--- config.mk ---
export PLATFORM = sky130hd
export DESIGN_NAME = baud_tick_gen
export DESIGN_NICKNAME = d
export VERILOG_FILES = /design/src/rtl/baud_pkg.sv /design/src/rtl/baud_prescale.sv /design/src/rtl/baud_div_regs.sv /design/src/rtl/baud_down_counter.sv /design/src/rtl/baud_tick_gen.sv
export SDC_FILE = /design/constraint.sdc
export NUM_CORES = 1
export LEC_CHECK = 0
export BUFFER_PORTS_ARGS = -buffer_cell sky130_fd_sc_hd__buf_2
export CAP_MARGIN = 20
export CORE_MARGIN = 1.5
export CORE_UTILIZATION = 55
export DETAILED_ROUTE_END_ITERATION = 8
export HOLD_SLACK_MARGIN = 0.15
export PLACE_DENSITY = 0.83
export SYNTH_ARGS = -nofsm -noshare
export SYNTH_HDL_FRONTEND = slang
export SYNTH_SLANG_ARGS = --single-unit
--- constraint.sdc ---
create_clock -name clk_i -period 3.2 [get_ports clk_i]
set_clock_uncertainty 0.15 [all_clocks]
set_input_delay 0.64 -clock clk_i [delete_from_list [all_inputs] [get_ports clk_i]]
set_output_delay 0.64 -clock clk_i [all_outputs]
set_load 0.05 [all_outputs]
--- src/rtl/baud_pkg.sv ---
package baud_pkg;
  typedef enum logic [1:0] {
    MODE_STD  = 2'b00,
    MODE_ALT1 = 2'b01,
    MODE_ALT2 = 2'b10,
    MODE_FAST = 2'b11
  } speed_mode_e;
endpackage

--- src/rtl/baud_prescale.sv ---
module baud_prescale #(
  parameter int unsigned PRESCALE = 13,
  localparam int unsigned PCW = (PRESCALE > 1) ? $clog2(PRESCALE) : 1
) (
  input  logic           clk_i,
  input  logic           rst_ni,
  input  logic           bypass_i,
  output logic           base_en_o,
  output logic [PCW-1:0] pre_cnt_o
);
  logic [PCW-1:0] pre_q;
  logic           wrap;

  assign wrap = (pre_q == PCW'(PRESCALE - 1));

  // free-running; the phase is kept while bypassed
  always_ff @(posedge clk_i or negedge rst_ni) begin
    if (!rst_ni)   pre_q <= '0;
    else if (wrap) pre_q <= '0;
    else           pre_q <= pre_q + PCW'(1);
  end

  assign base_en_o = bypass_i | wrap;
  assign pre_cnt_o = pre_q;
endmodule

--- src/rtl/baud_div_regs.sv ---
module baud_div_regs #(
  parameter int unsigned DIV_W  = 16,
  parameter int unsigned BYTE_W = 8,
  localparam int unsigned NB = DIV_W / BYTE_W,
  localparam int unsigned AW = (NB > 1) ? $clog2(NB) : 1
) (
  input  logic              clk_i,
  input  logic              rst_ni,
  input  logic              we_i,
  input  logic [AW-1:0]     addr_i,
  input  logic [BYTE_W-1:0] wdata_i,
  output logic [BYTE_W-1:0] rdata_o,
  output logic [DIV_W-1:0]  div_o,
  output logic              load_o
);
  logic [BYTE_W-1:0] byte_q [NB];

  always_ff @(posedge clk_i or negedge rst_ni) begin
    if (!rst_ni) begin
      for (int i = 0; i < NB; i++) byte_q[i] <= '0;
    end else if (we_i) begin
      for (int i = 0; i < NB; i++)
        if (addr_i == AW'(i)) byte_q[i] <= wdata_i;
    end
  end

  for (genvar g = 0; g < NB; g++) begin : g_pack
    assign div_o[g*BYTE_W +: BYTE_W] = byte_q[g];
  end

  assign rdata_o = byte_q[addr_i];
  assign load_o  = we_i;
endmodule

--- src/rtl/baud_down_counter.sv ---
module baud_down_counter #(
  parameter int unsigned DIV_W = 16
) (
  input  logic             clk_i,
  input  logic             rst_ni,
  input  logic             base_en_i,
  input  logic [DIV_W-1:0] div_i,
  input  logic             load_i,
  output logic             pend_o,
  output logic             tick_o
);
  logic [DIV_W-1:0] cnt_q;
  logic             pend_q;
  logic             tick_q;
  logic             div_zero;
  logic             at_end;

  assign div_zero = (div_i == '0);
  assign at_end   = (cnt_q <= DIV_W'(1));

  always_ff @(posedge clk_i or negedge rst_ni) begin
    if (!rst_ni) begin
      cnt_q <= '0;
    end else if (base_en_i) begin
      if (div_zero)              cnt_q <= '0;
      else if (pend_q || at_end) cnt_q <= div_i;
      else                       cnt_q <= cnt_q - DIV_W'(1);
    end
  end

  // a write arms a reload; the next base enable consumes it
  always_ff @(posedge clk_i or negedge rst_ni) begin
    if (!rst_ni)        pend_q <= 1'b0;
    else if (load_i)    pend_q <= 1'b1;
    else if (base_en_i) pend_q <= 1'b0;
  end

  always_ff @(posedge clk_i or negedge rst_ni) begin
    if (!rst_ni) tick_q <= 1'b0;
    else         tick_q <= base_en_i && !div_zero && !pend_q && (cnt_q == DIV_W'(1));
  end

  assign pend_o = pend_q;
  assign tick_o = tick_q;
endmodule

--- src/rtl/baud_tick_gen.sv ---
module baud_tick_gen #(
  parameter int unsigned PRESCALE = 13,
  parameter int unsigned DIV_W    = 16,
  parameter int unsigned BYTE_W   = 8,
  localparam int unsigned NB  = DIV_W / BYTE_W,
  localparam int unsigned AW  = (NB > 1) ? $clog2(NB) : 1,
  localparam int unsigned PCW = (PRESCALE > 1) ? $clog2(PRESCALE) : 1
) (
  input  logic              clk_i,
  input  logic              rst_ni,
  input  logic              reg_we_i,
  input  logic [AW-1:0]     reg_addr_i,
  input  logic [BYTE_W-1:0] reg_wdata_i,
  output logic [BYTE_W-1:0] reg_rdata_o,
  input  logic [1:0]        mode_i,
  output logic              tick_o
);
  import baud_pkg::*;

  logic             fast_sel;
  logic             base_en;
  logic [PCW-1:0]   pre_cnt;
  logic [DIV_W-1:0] div_val;
  logic             div_load;
  logic             reload_pend;

  assign fast_sel = (speed_mode_e'(mode_i) == MODE_FAST);

  baud_prescale #(.PRESCALE(PRESCALE)) i_pre (
    .clk_i     (clk_i),
    .rst_ni    (rst_ni),
    .bypass_i  (fast_sel),
    .base_en_o (base_en),
    .pre_cnt_o (pre_cnt)
  );

  baud_div_regs #(.DIV_W(DIV_W), .BYTE_W(BYTE_W)) i_regs (
    .clk_i   (clk_i),
    .rst_ni  (rst_ni),
    .we_i    (reg_we_i),
    .addr_i  (reg_addr_i),
    .wdata_i (reg_wdata_i),
    .rdata_o (reg_rdata_o),
    .div_o   (div_val),
    .load_o  (div_load)
  );

  baud_down_counter #(.DIV_W(DIV_W)) i_cnt (
    .clk_i     (clk_i),
    .rst_ni    (rst_ni),
    .base_en_i (base_en),
    .div_i     (div_val),
    .load_i    (div_load),
    .pend_o    (reload_pend),
    .tick_o    (tick_o)
  );
endmodule

==> flow_summary_export.csv, run 1 <==
group,metric,value,unit
timing,max_freq,0.3909,GHz
setup_path,start_kind,"register",
setup_path,end_kind,"register",
place,gp_congestion,0.8721,
setup_path,r2r_start,"i_cnt.cnt_q[4]",
synthesis,synth.cell_area,0.002079,mm²
power,comb_power_share,26.7,%
global_routing,grt_max_degree,39,
global_routing,grtUsageTotal,25.89,%
timing,post-route-period-util,79.94,%
power,peakVddDrop,354.2,µV
synthesis,synthCells,194,
clocking,clock-sinks,38,
place,dp_cells,257,
synthesis,synth_edf_count,0,
setup_path,cp.required,3.23,ns
setup_path,rrSetupSlack,0.64,ns
timing,max_slew_margin,44.57,%
clocking,cts_setup_buffers,0,
power,switchingPower,491.9,µW
synthesis,async_flop_share,100.0,%
route,vias,1672,
timing,hold_ws,0.2890,ns
synthesis,avgSynthCellArea,10.72,µm²
clocking,cts.clk_slew.worst_paths,0.08,ns
layout,layout.nets,234,
setup_path,r2r_cells,5,
global_routing,grt_pass1_wl,8273,µm
global_routing,grt_antenna_before_repair,0,
layout,final_cells,265,
job,drv_cap,0,
layout,synthToLayoutAreaGrowth,11.25,%
die,die_h,64.49,µm
place,post-dp-hpwl,3339,µm
synthesis,ys_seq_area_share,45.73,%
route,drc,0,
timing,fin_tns_setup,0,ns
hold_path,hold_path_class,"input pin to async pin",
clocking,ctsResizeCount,0,
clocking,htreeDepth,2,
timing,setup_violations,0,
setup_path,rr_endpoint,"i_cnt.cnt_q[12]",
route,vias_per_cell,6.309,
place,port_buffers,22,
die,die_width,64.49,µm
die,io_pins,23,
route,dr.pass1.iters,4,
clocking,cts_tree,"done",
die,rows,22,
power,leakage,0.9521,nW
power,power.total,1.363,mW
timing,rsz0062_at_grt,"false",
clocking,clk-insertion-delay-late,0.29,ns
power,power_density,589.3,mW/mm²
synthesis,synth_cell_types,46,
power,switching_share,36.08,%
place,post-place-ws,0.6860,ns
layout,fin_util,63.67,%
timing,worst_pin_slew,0.8314,ns
place,place_area,0.002218,mm²
power,seq_power_share,47.7,%
clocking,cts_buffers,5,
route,wl_per_cell,17.61,µm
timing,maxSlewViolCount,0,
power,intPower,871.5,µW
timing,layout_setup_ws,0.6419,ns
setup_path,worstPathArrival,2.58,ns
setup_path,critPathKind,"register to register",
route,wl,4666,µm
clocking,clockBufferDepth,2,
synthesis,synth_nets,212,
timing,period_minus_slack,2.558,ns
run_status,status,"completed",
synthesis,ys_warn_count,0,
route,drt_iter0_markers,113,
layout,drive_gt1_share,29.95,%
global_routing,grt-ovfl-total,0,
layout,fillCellCount,322,
die,initial_core_util,57.23,%
die,core,0.003633,mm²
timing,timing_hold_violations_final,0,
setup_path,cp_max_fo,7,
clocking,hold_buffers,0,
route,ant_nets,0,
synthesis,ys.flop_type,"dfrtp_1",
layout,antennaDiodeCount,0,
global_routing,grt_pass1_vias,1698,
power,pwr-share-clk,25.6,%
clocking,cts_root_buf,"clkbuf_8",
layout,design_area,0.002313,mm²
die,dieArea,0.004159,mm²
synthesis,ys_ff_latch,38,
critical path, stage by stage, from the launching register on:
cell	delay, ns
dfrtp_1	0.45
nor4_1	0.62
nand2_1	0.27
or3_2	0.51
a221oi_1	0.32
o31ai_1	0.11
layout make-up:
type / instances / area, µm² / share of cell area (%)
inverters: 8 / 30.03 / 1.298
well taps: 48 / 60.06 / 2.596
multi-input cells: 139 / 1052 / 45.48
repair buffers: 24 / 125.1 / 5.408
clock inverters: 2 / 12.51 / 0.5408
flip-flops and latches: 38 / 950.9 / 41.10
clock buffers: 6 / 82.58 / 3.569
synthesized netlist by cell type, drive strengths merged (2+ instances only):
cell	number	area share (%)
a211oi	4	1.4
a21o	2	0.78
a21oi	8	2.1
a22oi	2	0.72
a32oi	3	1.3
buf	4	1.3
clkbuf	5	0.90
dfrtp	38	46
ha	4	2.4
inv	8	1.4
mux2	24	13
mux2i	9	4.3
nand2	11	2.0
nor2	11	2.1
nor2b	2	0.60
nor3	8	1.9
nor4	8	2.4
o21ai	9	2.2
o22ai	7	2.1
o31ai	4	1.4
o41ai	3	1.3
or3	2	0.72
or4	3	1.3
state kept, by name, summed over array words and instances (netlist names):
signal / count
i_cnt.cnt_q: 16
i_regs.div_o: 16
i_pre.pre_cnt_o: 4
i_cnt.pend_o: 1
i_cnt.tick_o: 1
cells by family after synthesis:
group	share of synthesized area, %
buffers and inverters	3.670
AND/OR/NAND/NOR	13.42
adder cells (fa/ha/maj)	2.407
flip-flops	45.73
AO/OA/AOI/OAI	17.03
XOR/XNOR	0.4213
multiplexers	17.33
metal layers:
metal / routed length [µm] / global-route usage, %
met5: 0 / 0
met4: 89 / 9.574
met3: 317 / 3.472
met2: 2225 / 41.41
met1: 2033 / 36.31
layout by cell type (no fill, tap or decap), types with 2 or more instances in the layout:
cell / count
nor2_1: 10
nor3_1: 8
mux2i_1: 9
a22oi_1: 2
buf_2: 22
mux2_2: 24
o21ai_0: 8
or3_2: 2
inv_1: 8
dfrtp_1: 38
ha_1: 4
buf_4: 2
a21oi_1: 7
or4_1: 2
o31ai_1: 4
o41ai_1: 3
a32oi_1: 3
o22ai_1: 7
nor4_1: 8
nand2_1: 11
a211oi_1: 4
clkbuf_8: 6
nor2b_1: 2
power groups by stage:
stage	Sequential (mW)	Clock [mW]	Combinational, mW
6_report	0.650	0.349	0.364
5_1_grt	0.664	0.371	0.398
4_1_cts	0.648	0.351	0.365
3_5_place_dp	0.657	0	0.362
3_3_place_gp	0.653	0	0.357
2_1_floorplan	0.624	0	0.295
worst max-delay path by stage:
stage	startpoint	end	slack, ns	cells after the start
floorplan	i_cnt.cnt_q[0]	i_cnt.cnt_q[12]	0.88	7
global placement	i_cnt.cnt_q[4]	i_cnt.cnt_q[12]	0.65	5
detailed placement	i_cnt.cnt_q[4]	i_cnt.cnt_q[12]	0.69	5
CTS	i_cnt.cnt_q[4]	i_cnt.cnt_q[12]	0.66	5
global route	i_cnt.cnt_q[4]	i_cnt.cnt_q[12]	0.48	5
finish	i_cnt.cnt_q[4]	i_cnt.cnt_q[12]	0.64	5
Power figures use the tool's default switching activity.
==> inputs of run 2 (changes only) <==
clock period = 2.5 ns   (was 3.2 ns; I/O delays follow)
==> run 2 against run 1 <==
Clock power is 85% higher; critical path depth is 1 higher; utilization is 3.2 points higher; clock-buffer cell count stayed put; maximum frequency is 8.7% higher; combinational power is 39% higher; critical path type unchanged; largest cell class unchanged.
==> flow_summary_export.csv, run 2 (synthesis results as in run 1) <==
group,metric,value,unit
route,vias,1778,
setup_path,cp_max_fo,7,
layout,fillCellCount,265,
global_routing,grt_antenna_before_repair,0,
layout,multi_input_area,0.001052,mm²
route,vias_per_cell,6.489,
timing,layout_setup_ws,0.1463,ns
route,drt_iter0_markers,146,
job,drv_cap,0,
clocking,hold_buffers,0,
timing,timing_hold_violations_final,0,
clocking,cts_buffers,5,
place,port_buffers,22,
die,core,0.003633,mm²
clocking,clk-insertion-delay-late,0.29,ns
timing,period_minus_slack,2.354,ns
setup_path,worstPathArrival,2.38,ns
setup_path,cp.required,2.52,ns
setup_path,end_kind,"register",
place,gp_congestion,0.9230,
clocking,ctsResizeCount,0,
setup_path,critPathKind,"register to register",
layout,final_common_cell,"dfrtp_1",
run_status,status,"completed",
power,seq_power_share,42.0,%
clocking,clockBufferDepth,2,
route,wl_per_cell,18.59,µm
setup_path,start_kind,"register",
global_routing,grtUsageTotal,26.30,%
timing,maxSlewViolCount,0,
power,intPower,1.340,mW
layout,antennaDiodeCount,0,
power,power_density,818.1,mW/mm²
timing,fin_tns_setup,0,ns
power,comb_power_share,25.5,%
clocking,cts.clk_slew.worst_paths,0.07,ns
global_routing,grt-ovfl-total,0,
timing,rsz0062_at_grt,"false",
place,post-place-ws,0.1934,ns
power,switchingPower,647.3,µW
route,wl,5095,µm
global_routing,grt_pass1_vias,1733,
clocking,clock-sinks,38,
layout,final_cell_mix,"dfrtp_1 (38), mux2_2 (24), buf_2 (22), nand2_1 (11), buf_4 (11)",
clocking,cts_root_buf,"clkbuf_8",
die,initial_core_util,57.23,%
die,io_pins,23,
clocking,cts_setup_buffers,0,
die,die_h,64.49,µm
route,ant_nets,0,
layout,synthToLayoutAreaGrowth,16.79,%
timing,max_freq,0.4249,GHz
layout,ff_latch_area,950.9,µm²
route,dr.pass1.iters,4,
global_routing,grt_pass1_wl,8321,µm
die,dieArea,0.004159,mm²
clocking,htreeDepth,2,
route,drc,0,
timing,setup_violations,0,
power,leakage,1.023,nW
power,switching_share,32.58,%
power,peakVddDrop,511.7,µV
layout,drive_gt1_share,32.74,%
power,pwr-share-clk,32.5,%
timing,worst_pin_slew,0.8363,ns
die,rows,22,
place,post-dp-hpwl,3556,µm
clocking,cts_tree,"done",
die,die_width,64.49,µm
hold_path,hold_path_class,"input pin to async pin",
layout,layout.nets,243,
timing,max_slew_margin,44.24,%
timing,post-route-period-util,94.15,%
global_routing,grt_max_degree,39,
## run 2: cell count changes in the layout (fill, tap and decap cells not counted), sizes merged
cell,change
buf,+9
bufinv,+2
clkinv,-1
clkinvlp,-1
## run 2: stage by stage
| step | area, µm² | power, mW | instances | hold slack, ns | util (%) |
|---|---|---|---|---|---|
| after floorplan | 2079 | 1.175 | 194 | 0.05441 | - |
| after global placement | 2286 | 1.316 | 266 | 0.3301 | 62.91 |
| after detailed placement | 2286 | 1.337 | 266 | 0.3289 | 62.91 |
| after CTS | 2429 | 1.979 | 274 | 0.1885 | 66.84 |
| after global routing | 2429 | 2.062 | 274 | 0.2314 | 66.84 |
| final | 2429 | 1.987 | 274 | 0.1532 | 66.84 |
## run 2: final cells by class
type / instances / area share, %
clock inverters: 2 / 2.473
well taps: 48 / 2.473
repair buffers: 33 / 7.934
inverters: 8 / 1.236
multi-input cells: 139 / 43.33
flip-flops and latches: 38 / 39.16
clock buffers: 6 / 3.400
## run 2: power groups by stage
| stage | combinational (mW) | sequential, mW | clock, mW |
|---|---|---|---|
| after floorplan | 0.377 | 0.798 | 0 |
| after global placement | 0.484 | 0.832 | 0 |
| after detailed placement | 0.496 | 0.841 | 0 |
| after CTS | 0.503 | 0.830 | 0.646 |
| after global routing | 0.545 | 0.848 | 0.669 |
| final | 0.506 | 0.834 | 0.646 |
## run 2: layer usage
layer	vias up	share of wire (%)	GRT usage, %
met4	0	2.0	9.309
met1	869	43	35.73
met5	-	0	0
li1	814	-	-
met3	14	6.7	5.208
met2	81	48	42.32
## run 2: path summary, 6_finish.rpt
kind	start	end	slack (ns)	cells past startpoint
min	rst_ni	i_cnt.cnt_q[12]	0.15	1
min in group clk_i	reg_we_i	i_cnt.pend_o	0.27	2
max in group asynchronous	rst_ni	i_cnt.cnt_q[3]	1.52	1
min reg2reg	i_pre.pre_cnt_o[0]	i_pre.pre_cnt_o[0]	0.34	1
max reg2reg	i_cnt.cnt_q[12]	i_cnt.cnt_q[0]	0.15	6
max	i_cnt.cnt_q[12]	i_cnt.cnt_q[0]	0.15	6
## run 2: worst max-delay path, stage by stage (launching register included)
cell and delay, ns:
dfrtp_1 0.45, or4_4 0.54, nor4b_4 0.39, buf_4 0.20, a21o_2 0.20, mux2i_1 0.22
o21ai_1 0.08
==> inputs of run 3 (changes only) <==
CORE_UTILIZATION = 52   (was 55)
PLACE_DENSITY = 0.82   (was 0.83)
clock period = 2.09 ns   (was 2.5 ns; I/O delays follow)
==> run 3 against run 2 <==
The flow now finishes with violations (setup timing); global-route usage rose by 3.1 points; total power rose by 24%; hold slack better by 0.040 ns.
==> flow_summary_export.csv, run 3 (synthesis results as in run 1) <==
group,metric,value,unit
setup_path,critPathKind,"register to register",
power,switching_share,36.60,%
power,leakage,1.226,nW
die,dieArea,0.004387,mm²
die,die_width,66.24,µm
run_status,status,"complete, but fails checks",
global_routing,grt_antenna_before_repair,0,
setup_path,worstPathArrival,2.31,ns
route,drt_iter0_markers,227,
timing,post-route-period-util,109.7,%
clocking,cts_tree,"done",
power,switchingPower,903.3,µW
setup_path,slowest_delay,0.56,ns
hold_path,worstHoldStart,"reg_we_i",
route,drc,0,
route,wl_per_cell,19.78,µm
layout,drive_gt1_share,50.00,%
timing,layout_setup_ws,-0.2029,ns
power,power.total,2.468,mW
setup_path,critPathLaunch,"i_cnt.cnt_q[13]",
hold_path,whs_path_depth,2,
layout,multi_input_area,0.001234,mm²
timing,timing_hold_violations_final,0,
die,die_h,66.24,µm
clocking,clk-insertion-delay-late,0.29,ns
timing,setup_violations,16,
place,port_buffers,22,
power,seq_power_share,38.5,%
hold_path,hold_end,"i_cnt.pend_o",
power,pwr-share-clk,21.5,%
die,initial_core_util,55.55,%
global_routing,grt-ovfl-total,0,
layout,final_cell_mix,"buf_4 (47), dfrtp_1 (38), mux2_2 (24), buf_2 (22), nand2_1 (11)",
layout,synthToLayoutAreaGrowth,38.33,%
route,wl,6212,µm
global_routing,grt_pass1_wl,9591,µm
layout,final_cells,314,
power,comb_power_share,39.9,%
place,dp_cells,299,
timing,max_slew_margin,56.60,%
job,drv_cap,0,
clocking,htreeDepth,2,
die,rows,22,
setup_path,rrSetupSlack,-0.20,ns
clocking,cts_root_buf,"clkbuf_8",
setup_path,r2r_start,"i_cnt.cnt_q[13]",
layout,fillCellCount,243,
power,power_density,857.9,mW/mm²
route,dr.pass1.iters,5,
layout,fin_util,76.84,%
setup_path,r2r_cells,6,
layout,layout.nets,283,
global_routing,grtUsageTotal,29.44,%
setup_path,start_kind,"register",
power,peakVddDrop,601.1,µV
timing,period_minus_slack,2.293,ns
timing,rsz0062_at_grt,"true",
global_routing,grt_pass1_vias,1971,
die,io_pins,23,
hold_path,hold_path_class,"input pin to register",
run_status,violations,"setup timing",
route,vias_per_cell,6.465,
layout,ff_latch_area,950.9,µm²
setup_path,path_cells,"or4_4 -> nor4b_4 -> buf_6 -> a21o_4 -> mux2i_1 -> o21ai_1",
layout,final_common_cell,"buf_4",
power,intPower,1.565,mW
timing,max_freq,0.4361,GHz
layout,antennaDiodeCount,0,
clocking,cts_buffers,5,
route,vias,2030,
route,ant_nets,0,
setup_path,cp_max_fo,7,
setup_path,crit_slowest_cell,"or4_4",
place,gp_congestion,0.9306,
timing,maxSlewViolCount,0,
clocking,clockBufferDepth,2,
timing,hold_ws,0.1932,ns
place,post-dp-hpwl,4044,µm
setup_path,crit_family,"simple AND/OR/NAND/NOR gates",
clocking,clock-sinks,38,
clocking,cts.clk_slew.worst_paths,0.08,ns
global_routing,grt_max_degree,39,
timing,worst_pin_slew,0.6510,ns
setup_path,cp.required,2.11,ns
die,core,0.003744,mm²
setup_path,rr_endpoint,"i_cnt.cnt_q[0]",
setup_path,end_kind,"register",
setup_path,crit_buf_inv,1,
==> run 3: repair_timing <==
item	4_1_cts	5_1_grt
endpoints found under the hold margin	38	0
endpoints found under the setup margin	15	16
gates resized for setup	13	24
pin swaps	8	15
hold buffers	1	0
setup buffers	2	4
==> run 3: worst reg2reg max path: cells and delay by family, from the launching register on <==
| kind | cells | cell delay, ns |
|---|---|---|
| muxes | 1 | 0.27 |
| AOI/OAI and AO/OA | 2 | 0.31 |
| DFF | 1 | 0.38 |
| and+or+nand+nor | 2 | 0.87 |
| buffers and inverters | 1 | 0.18 |
==> run 3: through the flow <==
stage | TNS [ns] | setup slack, ns | area, µm²
global route | -2.688 | -0.2726 | 2877
detailed placement | -2.440 | -0.2897 | 2557
finish | -1.459 | -0.2029 | 2877
CTS | -0.5754 | -0.1092 | 2728
floorplan | -1.390 | -0.1199 | 2113
global placement | -0.9238 | -0.1472 | 2557
==> run 3: per-layer routing <==
layer / vias up / part of all wire, % / track usage (%)
li1: 891 / - / -
met1: 983 / 40 / 37.05
met2: 120 / 49 / 50.00
met3: 36 / 6.9 / 5.281
met4: 0 / 4.2 / 11.48
met5: - / 0 / 0
==> run 3: worst max-delay path by stage <==
stage	end	slack, ns	depth (start not counted)
after floorplan	i_cnt.cnt_q[14]	-0.12	5
after global placement	i_cnt.cnt_q[14]	-0.15	8
after detailed placement	i_cnt.cnt_q[14]	-0.29	8
after CTS	i_cnt.cnt_q[14]	-0.11	7
after global routing	i_cnt.cnt_q[14]	-0.27	7
final	i_cnt.cnt_q[0]	-0.20	6
==> run 3: layout make-up <==
cell class	instances	area share (%)
tap	48	2.088
sequential	38	33.06
clock inverter	1	0.1740
multi-input combinational	139	42.89
timing repair buffer	73	17.75
clock buffer	7	3.001
inverter	8	1.044
==> run 3: power by group through the flow <==
stage                     sequential [mW]  clock (mW)  combinational [mW]
final                               0.951       0.531               0.985
after global placement              0.948           0               0.811
after CTS                           0.944       0.530               0.883
after floorplan                     0.956           0               0.469
after global routing                0.963       0.567                1.04
after detailed placement            0.953           0               0.835
